`src/rtl/seg7_pkg.sv`:
```
package seg7_pkg;

    localparam int VAL_W = 4;
    localparam int SEG_W = 7;

    typedef logic [VAL_W-1:0] val_t;
    typedef logic [SEG_W-1:0] seg_t;

    // Decoder result before pin polarity is applied
    typedef struct packed {
        seg_t lit;      // active-high segment pattern, bit0 = a
        logic dark;     // digit must show nothing
        logic rbo_n;    // ripple-blank output, active low
    } dec_s;

    // Active-high glyph, bit order gfedcba
    function automatic seg_t glyph_of(input val_t v);
        seg_t g;
        case (v)
            4'h0: g = 7'h3F;
            4'h1: g = 7'h06;
            4'h2: g = 7'h5B;
            4'h3: g = 7'h4F;
            4'h4: g = 7'h66;
            4'h5: g = 7'h6D;
            4'h6: g = 7'h7D;
            4'h7: g = 7'h07;
            4'h8: g = 7'h7F;
            4'h9: g = 7'h6F;
            4'hA: g = 7'h77;  // A
            4'hB: g = 7'h7C;  // b, lower case
            4'hC: g = 7'h39;  // C
            4'hD: g = 7'h5E;  // d, lower case
            4'hE: g = 7'h79;  // E
            default: g = 7'h71;  // F
        endcase
        return g;
    endfunction

endpackage

```
`src/rtl/seg7_glyph.sv`:
```
module seg7_glyph
    import seg7_pkg::*;
(
    input  val_t value,
    output seg_t lit
);
    // Numerals 0-9 and hex letters 10-15
    always_comb begin
        lit = glyph_of(value);
    end
endmodule

```
`src/rtl/seg7_blank_ctl.sv`:
```
module seg7_blank_ctl
    import seg7_pkg::*;
(
    input  val_t value,
    input  logic rb_in_n,
    input  logic blank_n,
    output logic dark,
    output logic rbo_n
);
    logic is_zero;
    logic ripple_hit;

    always_comb begin
        is_zero    = (value == '0);
        // zero suppression applies only when the chain asks for it
        ripple_hit = is_zero && !rb_in_n;
        // forced blank wins over ripple logic and data
        if (!blank_n) begin
            dark  = 1'b1;
            rbo_n = 1'b1;
        end else begin
            dark  = ripple_hit;
            rbo_n = !ripple_hit;
        end
    end
endmodule

```
`src/rtl/seg7_drive.sv`:
```
module seg7_drive
    import seg7_pkg::*;
#(
    parameter bit ACTIVE_LOW = 1'b1
) (
    input  seg_t lit,
    input  logic dark,
    output seg_t pins
);
    seg_t shown;

    always_comb begin
        shown = lit & {SEG_W{~dark}};
    end

    generate
        if (ACTIVE_LOW) begin : g_low
            assign pins = ~shown;   // common-anode drive
        end else begin : g_high
            assign pins = shown;
        end
    endgenerate
endmodule

```
`src/rtl/sevenseg_rb_dec.sv`:
```
module sevenseg_rb_dec
    import seg7_pkg::*;
#(
    parameter bit ACTIVE_LOW = 1'b1
) (
    input  logic [3:0] digit_val,
    input  logic       rb_in_n,
    input  logic       blank_n,
    output logic [6:0] seg_n,
    output logic       rb_out_n
);
    seg_t lit_w;
    logic dark_w;
    logic rbo_w;
    dec_s dec_d;

    seg7_glyph u_glyph (
        .value (digit_val),
        .lit   (lit_w)
    );

    seg7_blank_ctl u_blank (
        .value   (digit_val),
        .rb_in_n (rb_in_n),
        .blank_n (blank_n),
        .dark    (dark_w),
        .rbo_n   (rbo_w)
    );

    // Gather decode results; no storage, the chain must ripple in one pass
    always_comb begin
        dec_d.lit   = lit_w;
        dec_d.dark  = dark_w;
        dec_d.rbo_n = rbo_w;
    end

    seg7_drive #(.ACTIVE_LOW(ACTIVE_LOW)) u_drive (
        .lit  (dec_d.lit),
        .dark (dec_d.dark),
        .pins (seg_n)
    );

    assign rb_out_n = dec_d.rbo_n;
endmodule

```
`config.mk`:
```
export PLATFORM = sky130hd
export DESIGN_NAME = sevenseg_rb_dec
export DESIGN_NICKNAME = d
export VERILOG_FILES = /design/src/rtl/seg7_pkg.sv /design/src/rtl/seg7_glyph.sv /design/src/rtl/seg7_blank_ctl.sv /design/src/rtl/seg7_drive.sv /design/src/rtl/sevenseg_rb_dec.sv
export SDC_FILE = /design/constraint.sdc
export NUM_CORES = 1
export LEC_CHECK = 0
export ABC_AREA = 1
export BUFFER_PORTS_ARGS = -buffer_cell sky130_fd_sc_hd__buf_2
export CORE_AREA = 3 3 40 42
export DETAILED_ROUTE_END_ITERATION = 6
export DIE_AREA = 0 0 43 45
export PLACE_DENSITY = 0.58
export SYNTH_ARGS = -nofsm -noshare
export SYNTH_HDL_FRONTEND = slang
export SYNTH_HIERARCHICAL = 1
export SYNTH_SLANG_ARGS = --single-unit
export TNS_END_PERCENT = 1
```
`constraint.sdc`:
```
create_clock -name vclk -period 0.8
set_input_delay 0.04 -clock vclk [all_inputs]
set_output_delay 0.04 -clock vclk [all_outputs]
set_load 0.05 [all_outputs]
```
==> flow_summary.json, run 1 <==
{
  "syn-num-nets": 79,
  "violations": "setup timing",
  "synthTopCellsByCount": "36 x nand2_1, 8 x inv_1, 7 x ha_1, 5 x nand3_1",
  "grt_overflow": 0,
  "via_per_inst": 4.37,
  "io_buffer_count": 14,
  "nets": 98,
  "gp_congestion": 0.756,
  "drc": 0,
  "power.leakage_nw": 0.310,
  "final_core_utilization": 0.443,
  "synth.distinct_cells": 11,
  "initial_core_util": 0.258,
  "use_met2": 0.144,
  "drtIter0Drc": 4,
  "ioPinCount": 14,
  "yosys-top-cells-area": "nand2_1 41%, ha_1 26%, inv_1 9.1%, nand3_1 7.5%, nor2_2 3.8%",
  "synthToLayoutAreaGrowth_pct": 71.7,
  "clkPwrFrac": 0,
  "path_delay_family": "buffers and inverters",
  "regArea_sq_um": 0,
  "firstDrtPassIters": 4,
  "num_vias": 428,
  "rows": 13,
  "num-fill-cells": 148,
  "core_sq_mm": 0.00128,
  "cap_violations": 0,
  "crit_path_max_fanout": 3,
  "ys_seq_area_frac": 0,
  "die_area_sq_mm": 0.00194,
  "synth_top_cell_by_area": "nand2_1",
  "synth.avg_cell_area_sq_um": 5.02,
  "fmax_ghz": 1.04,
  "grt_util_all_layers": 0.0813,
  "n_clock_buffer": 0,
  "first_global_vias": 339,
  "power_switching_share": 0.618,
  "relSlewSlack": 0.835,
  "setup_ws_ns": -0.164,
  "place_hpwl_um": 632,
  "cpPeakStageDelay_ns": 0.15,
  "hold_class": "input pin to primary output",
  "pwr-share-seq": 0,
  "antenna_found_initial": 0,
  "worstPathRequired_ns": 0.76,
  "fin_crit_ns": 0.964,
  "end_kind": "primary output",
  "post-place-ws_ns": -0.323,
  "netSwitchingPower_mw": 0.238,
  "post-synth-top-count-cell": "nand2_1",
  "drive_gt1_frac": 0.446,
  "p_comb_frac": 1.000,
  "grt_pass1_wl_um": 1350,
  "die_y_um": 45,
  "total_power_mw": 0.386,
  "crit_type": "input pin to primary output",
  "hold_viol": 0,
  "ys_warn_count": 6,
  "cellPowerDensity_mw_per_mm2": 677,
  "vdd_drop_max_v": 0.000214,
  "setup_violations": 7,
  "rsz0062_at_grt": "yes",
  "antenna_left": 0,
  "netlist_area_sq_um": 332,
  "grt_use_met3": 0,
  "nFlopsAndLatches": 0,
  "critPathLaunchType": "input pin",
  "worst-path-buf-inv": 4,
  "fp.dieW_um": 43,
  "slowest_stage": "ha_4",
  "grt_max_degree": 11,
  "path_cells": "buf_8 -> buf_6 -> ha_4 -> inv_2 -> nand2_4 -> nand2_1 -> nand2_1 -> nand2_1 -> nand2_2 -> buf_8",
  "crit_top_cell": "nand2_1",
  "synthCells": 66,
  "p_int_mw": 0.147,
  "ctsHoldBuffers": 0,
  "crit_arrival_ns": 0.92,
  "synth_top_area_frac": 0.408,
  "wl_um": 784,
  "tightest_slew_ns": 0.249,
  "grt_use_met1": 0.119,
  "status": "finished, violations left",
  "busiest_layer": "met2",
  "wire_per_inst_um": 8.00,
  "antenna_cells": 0,
  "finalCritPeriodShare": 1.21,
  "report.final.slew_viol_count": 0
}
stage by stage:
| stage | area [sq um] | instances | hold slack (ns) | TNS [ns] |
|---|---|---|---|---|
| after floorplan | 337 | 66 | 0.406 | -0.385 |
| after global placement | 448 | 98 | 0.461 | -1.97 |
| final | 569 | 98 | 0.475 | -0.954 |
| after global routing | 569 | 98 | 0.501 | -1.47 |
| after detailed placement | 448 | 98 | 0.475 | -1.97 |
| after CTS | 559 | 98 | 0.478 | -0.889 |
power groups by stage:
stage	Combinational (mW)	Clock, mW	Sequential, mW
finish	0.386	0	0
global route	0.420	0	0
CTS	0.380	0	0
detailed placement	0.306	0	0
global placement	0.305	0	0
floorplan	0.222	0	0
cell usage in the layout, fill, tap and decap left out, types with 3 or more instances in the layout:
cell type / synthesis / routed
ha_2: 0 / 3
inv_1: 8 / 4
buf_2: 0 / 5
nand3_1: 5 / 5
buf_6: 0 / 9
nand2_2: 1 / 5
inv_2: 2 / 5
nand2_1: 36 / 31
tightest hold or removal path, stage by stage:
cell and delay [ns]:
buf_2 0.09, nand4_1 0.09, buf_2 0.22
per-layer routing:
layer  part of all wire  wire [um]
met3              0.052         41
met4                  0          0
met2               0.49        387
met1               0.45        355
met5                  0          0
final timing paths:
| check | from | endpoint | slack [ns] | cells after the start |
|---|---|---|---|---|
| worst max-delay path | digit_val[0] | seg_n[3] | -0.16 | 10 |
| worst min-delay path | blank_n | rb_out_n | 0.47 | 3 |
kinds of logic (layout without fill, tap and decap cells):
family,after synthesis,in the layout,synth area share
buffers and inverters,11,28,0.136
AND/OR/NAND/NOR,46,46,0.570
adder cells (fa/ha/maj),7,7,0.264
AO/OA/AOI/OAI,2,2,0.0302
cell type report:
| class | count | area [sq um] | area share |
|---|---|---|---|
| Multi-Input combinational cell | 55 | 337 | 0.591 |
| Timing Repair Buffer | 18 | 171 | 0.301 |
| Inverter | 10 | 42.5 | 0.0747 |
| Tap cell | 15 | 18.8 | 0.0330 |
timing repair:
item | 4_1_cts | 5_1_grt
endpoints found under the setup margin | 7 | 7
gates resized for setup | 35 | 3
pin swaps | 5 | 3
buffers inserted | 0 | 0
Note: power is estimated with default switching activity, not from simulation.
==> run 2, diff against run 1 <==
CORE_AREA = 2 2 39 41   (was 3 3 40 42)
DIE_AREA = 0 0 41 43   (was 0 0 43 45)
==> flow_summary.json, run 2 (same netlist as run 1, synthesis figures left out) <==
{
  "finalCritPeriodShare": 1.20,
  "setup_ws_ns": -0.159,
  "report.final.slew_viol_count": 0,
  "ctsHoldBuffers": 0,
  "nFlopsAndLatches": 0,
  "crit_arrival_ns": 0.92,
  "cap_violations": 0,
  "violations": "setup timing",
  "grt_max_degree": 10,
  "setup_violations": 7,
  "hold_class": "input pin to primary output",
  "io_buffer_count": 14,
  "antenna_left": 0,
  "regArea_sq_um": 0,
  "critPathLaunchType": "input pin",
  "place_hpwl_um": 623,
  "clkPwrFrac": 0,
  "p_int_mw": 0.171,
  "wire_per_inst_um": 8.38,
  "final_cell_mix": "33 x nand2_1, 9 x buf_6, 6 x ha_4",
  "synthToLayoutAreaGrowth_pct": 95.1,
  "hold_start": "blank_n",
  "cts_setup_buffers": 0,
  "firstDrtPassIters": 4,
  "fin_crit_ns": 0.959,
  "first_global_vias": 366,
  "netSwitchingPower_mw": 0.254,
  "wl_um": 846,
  "rows": 14,
  "drc": 0,
  "grt_pass1_wl_um": 1460,
  "fmax_ghz": 1.04,
  "initial_core_util": 0.240,
  "core_sq_mm": 0.00138,
  "die_area_sq_mm": 0.00176,
  "power.leakage_nw": 0.328,
  "vdd_drop_max_v": 0.000227,
  "hold_end": "rb_out_n",
  "worstPathRequired_ns": 0.76,
  "final_cells": 101,
  "antenna_cells": 0,
  "die_y_um": 43,
  "fp.dieW_um": 41,
  "ioPinCount": 14,
  "end_kind": "primary output",
  "stdcell_area_sq_um": 647,
  "crit_type": "input pin to primary output",
  "power_switching_share": 0.598,
  "tightest_slew_ns": 0.248,
  "gp_congestion": 0.760,
  "status": "finished, violations left",
  "hold_viol": 0,
  "num-fill-cells": 149,
  "drive_gt1_frac": 0.494,
  "nets": 100,
  "grt_util_all_layers": 0.111,
  "crit_path_max_fanout": 5,
  "drtIter0Drc": 8,
  "relSlewSlack": 0.836,
  "worstHoldPathCells": 3,
  "dp.cells": 101,
  "grt_overflow": 0,
  "n_clock_buffer": 0,
  "cellPowerDensity_mw_per_mm2": 656,
  "antenna_found_initial": 0,
  "mostFrequentLayoutCell": "nand2_1",
  "rsz0062_at_grt": "yes",
  "post_dp_cell_area_sq_um": 464,
  "holdWs_ns": 0.479,
  "via_per_inst": 4.47,
  "pwr-share-seq": 0,
  "num_vias": 451,
  "p_comb_frac": 1.000
}
## run 2: cell types whose count changed in the layout (fill, tap and decap cells not counted), sizes merged
cell	previous run	this run
buf	18	20
## run 2: cell type report
type	count	area (sq um)	share of cell area
inverter	10	47.5	0.0735
tap	16	20.0	0.0309
multi-input combinational	55	378	0.584
timing repair buffer	20	201	0.311
## run 2: repair_timing
action                                  in CTS  in global routing
pin swaps                                    8                  3
cloned                                       0                  0
hold endpoints to repair                     0                  0
resized for setup                           48                  2
endpoints found under the setup margin       7                  7
## run 2: worst max-delay path by stage
stage | endpoint | depth (start not counted) | startpoint
2_1_floorplan | seg_n[1] | 6 | digit_val[0]
3_3_place_gp | seg_n[3] | 9 | digit_val[0]
3_5_place_dp | seg_n[3] | 9 | digit_val[0]
4_1_cts | seg_n[3] | 10 | digit_val[1]
5_1_grt | seg_n[3] | 10 | digit_val[1]
6_report | seg_n[3] | 10 | digit_val[1]
## run 2: power groups by stage
stage                     clock network, mW  logic (mW)  registers [mW]
final                                     0       0.424               0
after global placement                    0       0.312               0
after CTS                                 0       0.413               0
after global routing                      0       0.461               0
after floorplan                           0       0.222               0
after detailed placement                  0       0.313               0
## run 2: routing by layer
metal | part of all wire | vias to the layer above | GRT usage | wire (um)
li1 | - | 239 | - | -
met1 | 0.41 | 198 | 0.146 | 346
met2 | 0.55 | 14 | 0.203 | 468
met3 | 0.037 | 0 | 0 | 31
met4 | 0 | 0 | 0 | 0
met5 | 0 | - | 0 | 0
## run 2: critical path, cell delays in order
cell	delay (ns)
buf_8	0.10
buf_8	0.13
ha_4	0.15
inv_2	0.05
nand2_2	0.06
nand2_1	0.07
nand2_1	0.05
nand2_1	0.06
nand2_2	0.06
buf_8	0.15
## run 2: stage by stage
stage / total power [mW] / worst slack (ns) / utilization / TNS [ns]
final: 0.424 / -0.159 / 0.467 / -0.872
after detailed placement: 0.313 / -0.330 / 0.335 / -1.98
after global routing: 0.461 / -0.233 / 0.467 / -1.36
after global placement: 0.312 / -0.329 / 0.335 / -1.95
after floorplan: 0.222 / -0.0862 / - / -0.385
after CTS: 0.413 / -0.146 / 0.463 / -0.812
